$ cat config.mk
export PLATFORM = sky130hd
export DESIGN_NAME = dp_contention_arb
export DESIGN_NICKNAME = d
export VERILOG_FILES = /design/src/rtl/dp_contention_arb.sv
export SDC_FILE = /design/constraint.sdc
export NUM_CORES = 1
export LEC_CHECK = 0
export ABC_CLOCK_PERIOD_IN_PS = 2410
export BUFFER_PORTS_ARGS = -buffer_cell sky130_fd_sc_hd__buf_2
export CAP_MARGIN = 20
export CORE_ASPECT_RATIO = 0.75
export CORE_MARGIN = 2
export CORE_UTILIZATION = 25
export CTS_BUF_LIST = sky130_fd_sc_hd__clkbuf_2 sky130_fd_sc_hd__clkbuf_4 sky130_fd_sc_hd__clkbuf_8
export DETAILED_ROUTE_END_ITERATION = 8
export GPL_TIMING_DRIVEN = 1
export HOLD_SLACK_MARGIN = 0.05
export PLACE_DENSITY = 0.44
export SYNTH_ARGS = -nofsm -noshare
export SYNTH_HDL_FRONTEND = slang
export SYNTH_SLANG_ARGS = --single-unit
export TNS_END_PERCENT = 100
$ cat constraint.sdc
create_clock -name clk -period 2.41 [get_ports clk]
set_input_delay 0.6025 -clock clk [delete_from_list [all_inputs] [get_ports clk]]
set_output_delay 0.6025 -clock clk [all_outputs]
set_load 0.005 [all_outputs]
$ cat src/rtl/dp_contention_arb.sv
module dp_contention_arb #(
  parameter int AW = 13
) (
  input  logic          clk,
  input  logic          rst_n,
  input  logic          master_sel,
  input  logic          l_en,
  input  logic [AW-1:0] l_addr,
  input  logic          l_wr,
  input  logic          r_en,
  input  logic [AW-1:0] r_addr,
  input  logic          r_wr,
  input  logic          l_busy_in_n,
  input  logic          r_busy_in_n,
  output logic          l_busy_out_n,
  output logic          r_busy_out_n,
  output logic          l_wr_ok,
  output logic          r_wr_ok
);

  logic          l_en_q, r_en_q;
  logic [AW-1:0] l_addr_q, r_addr_q;
  logic          l_own_q, r_own_q;
  logic          hit, l_fresh, r_fresh, held, right_takes;
  logic          l_owns, r_owns;
  logic          l_gate_n, r_gate_n;

  assign hit         = l_en && r_en && (l_addr == r_addr);
  assign l_fresh     = !(l_en_q && (l_addr_q == l_addr));
  assign r_fresh     = !(r_en_q && (r_addr_q == r_addr));
  assign held        = l_own_q || r_own_q;
  assign right_takes = l_fresh && !r_fresh;

  assign l_owns = master_sel && hit && (held ? l_own_q : !right_takes);
  assign r_owns = master_sel && hit && (held ? r_own_q : right_takes);

  always_ff @(posedge clk or negedge rst_n) begin
    if (!rst_n) begin
      l_en_q   <= 1'b0;
      r_en_q   <= 1'b0;
      l_addr_q <= '0;
      r_addr_q <= '0;
      l_own_q  <= 1'b0;
      r_own_q  <= 1'b0;
    end else begin
      l_en_q   <= l_en;
      r_en_q   <= r_en;
      l_addr_q <= l_addr;
      r_addr_q <= r_addr;
      l_own_q  <= l_owns;
      r_own_q  <= r_owns;
    end
  end

  assign l_busy_out_n = !r_owns;
  assign r_busy_out_n = !l_owns;

  assign l_gate_n = master_sel ? l_busy_out_n : l_busy_in_n;
  assign r_gate_n = master_sel ? r_busy_out_n : r_busy_in_n;

  assign l_wr_ok = l_wr && l_gate_n;
  assign r_wr_ok = r_wr && r_gate_n;

endmodule


==> impl_results.md <==
- MaxCap Viol Count: 0
- Crit path kind: input pin to output port
- Max clock buf depth: 2
- HPWL Detailed: 3120 um
- Final hold viol count: 0
- Clk_lat worst skew: 0.28 ns
- Hold WC Path Type: input pin to asynchronous set/reset pin
- Commonest cells in the netlist: dfrtp_1, xnor2_1, nand4_1, xor2_1, nor4_1
- CTS Sinks: 30
- Critical Path Fanout Max: 3
- Final period utilization: 109%
- Unique masters post-synth: 22
- Global-route wire length before repair: 6130 um
- ANT cells: 0
- Pin count of the biggest net entering global routing: 31
- Sequential share of the synthesized area: 55.0%
- Drt total wl: 3990 um
- Power Density: 519 mW/mm2
- Root Buffer: clkbuf_8
- CTS tree: done
- Final setup violating endpoints: 4
- Yosys reg bits: 30
- Smallest hold slack: 0.357 ns
- RR Endpoint: l_own_q
- Static Leak: 1.12 nW
- GPL Wtd Cong: 0.766
- Slew HR: 54.5%
- Final net count: 244
- Slew @ Worst Pin: 0.683 ns
- CP arrival: 2.01 ns
- RSZ-0062 raised after global routing: true
- Clk slew on worst S/H paths: 0.07 ns
- Syn nets: 148
- Fin. max-slew vios: 0
- Failing checks: negative setup slack
- Die Width: 89.3 um
- Tmin final: 2.61 ns
- VDD IR-drop max: 0.000212 V
- Initial core utilization: 25.8%
- Die area: 0.00607 mm2
- EDFF count, synth: 0
- Worst reg2reg path depth: 6
- Syn Area/Cell: 12.1 um2
- Port Buf Inserts: 38
- Residual DRC: 0
- Nature of the critical path endpoint: output port
- Final WS setup: -0.205 ns
- Core Rows: 23
- Synth area leader: dfrtp_1
- Syn-to-layout area delta: 83.1%
- Gr usage total: 14.2%
- Most frequent cell after synthesis: dfrtp_1
- Clock Skews: 0.00871 ns
- Core box area: 0.00530 mm2
- Synth top area share: 55.0%
- Top Ports: 39
- Antenna violations before repair: 0
- Detail Route Antenna Nets: 0
- Gate Count Post-Synth: 113
- Via count of the routed design: 1225
- Vias per inst: 4.30
- Primary FF master, synth: dfrtp_1
- Outcome: complete, but fails checks
- Worst setup SP type: input pin
- Htree depth: 2
- DR iter-0 viols: 36
- Vias in the first global route: 1217
- Peak Freq: 382 MHz
- Wire length per cell: 14.0 um
- Share of cells above drive strength 1: 63.8%
- Top cells by area, synth: dfrtp_1, xnor2_1, xor2_1
- Syn. warnings: 0
- GR Overflow Total: 0
- Ys async rst share: 100%
- Detailed Routing Iterations Pass 1: 4
- CTS Buf Count: 5
- Worst R2R Start: l_addr_q[6]
- WP data required: 1.81 ns
- Fin Setup TNS: -0.691 ns
- Netlist Area Pre-Place: 0.00137 mm2
- Die H: 68.0 um
- R2R setup slack: 0.63 ns
## sequential cells by signal (all words and copies together), names as in the netlist
register / flops
l_addr_q: 13
l_en_q: 1
l_own_q: 1
r_addr_q: 13
r_en_q: 1
r_own_q: 1
## power by group
| group | leakage, nW | switching (W) | internal, W |
|---|---|---|---|
| clock network | 0.0517 | 0.000182 | 0.000241 |
| registers | 0.354 | 0.0000173 | 0.000528 |
| logic | 0.710 | 0.000141 | 0.000187 |
| total | 1.12 | 0.000340 | 0.000956 |
## cell usage in the layout, fill, tap and decap left out, types with 2 or more instances in the layout
cell / instances
buf_2: 32
xor2_4: 3
buf_6: 8
xnor2_4: 2
xnor2_1: 7
a21oi_1: 2
xnor2_2: 18
clkbuf_8: 6
nor4_2: 5
dfrtp_1: 30
nand4_1: 12
buf_4: 47
nand2_1: 6
buf_8: 2
xor2_2: 3
xor2_1: 6
nor2_1: 2
## how the worst max path moves through the flow
stage | startpoint | end | slack (ns) | cells after the start
5_1_grt | l_addr_q[5] | l_wr_ok | -0.27 | 6
3_3_place_gp | l_addr[7] | l_wr_ok | -0.39 | 7
3_5_place_dp | l_addr[7] | l_wr_ok | -0.42 | 7
6_report | l_addr[11] | l_wr_ok | -0.20 | 7
4_1_cts | l_addr_q[5] | l_wr_ok | -0.24 | 6
2_1_floorplan | l_addr[7] | l_wr_ok | 0.0006 | 5
## through the flow
stage | std cells | total power (W) | worst slack (ns) | utilization (%) | instance area (um2)
after floorplan | 113 | 0.000627 | 0.000649 | - | 1370
final | 285 | 0.00130 | -0.205 | 47.2 | 2500
after detailed placement | 267 | 0.000786 | -0.421 | 37.0 | 1960
after CTS | 284 | 0.00130 | -0.239 | 45.7 | 2420
after global placement | 267 | 0.000784 | -0.392 | 37.0 | 1960
after global routing | 285 | 0.00137 | -0.266 | 47.2 | 2500
## routing by layer
layer | global-route usage, % | wire length [um] | up-vias
met5 | 0 | 0 | -
met4 | 4.48 | 34 | 0
met3 | 3.62 | 192 | 5
met2 | 22.6 | 1900 | 29
met1 | 19.2 | 1860 | 600
li1 | - | - | 591
## cells by family (layout without fill, tap and decap cells)
kind of cell,after synthesis,in the layout,synth area share (%)
AO/OA/AOI/OAI,9,9,4.31
XOR/XNOR,39,39,25.0
buffers and inverters,1,98,0.275
flip-flops,30,30,55.0
AND/OR/NAND/NOR,34,34,15.4
## worst max-delay path, stage by stage
cell and delay (ns):
buf_4 0.13, xnor2_4 0.18, nand4_1 0.12, or4_4 0.53, a31o_1 0.22, a21oi_2 0.11, buf_2 0.12
## area by class of cell
| type | instances | area (um2) |
|---|---|---|
| clock inverter | 1 | 5.00 |
| clock buffer | 7 | 90.1 |
| timing repair buffer | 89 | 633 |
| inverter | 1 | 3.75 |
| fill | 518 | 2800 |
| multi-input combinational | 82 | 923 |
| tap | 75 | 93.8 |
| sequential | 30 | 751 |
## what timing repair did
action,in CTS,in global routing
setup buffers,9,1
endpoints found under the setup margin,4,4
hold buffers,0,0
pin swaps,27,7
gates resized for setup,48,11
Note: power is estimated with default switching activity, not from simulation.
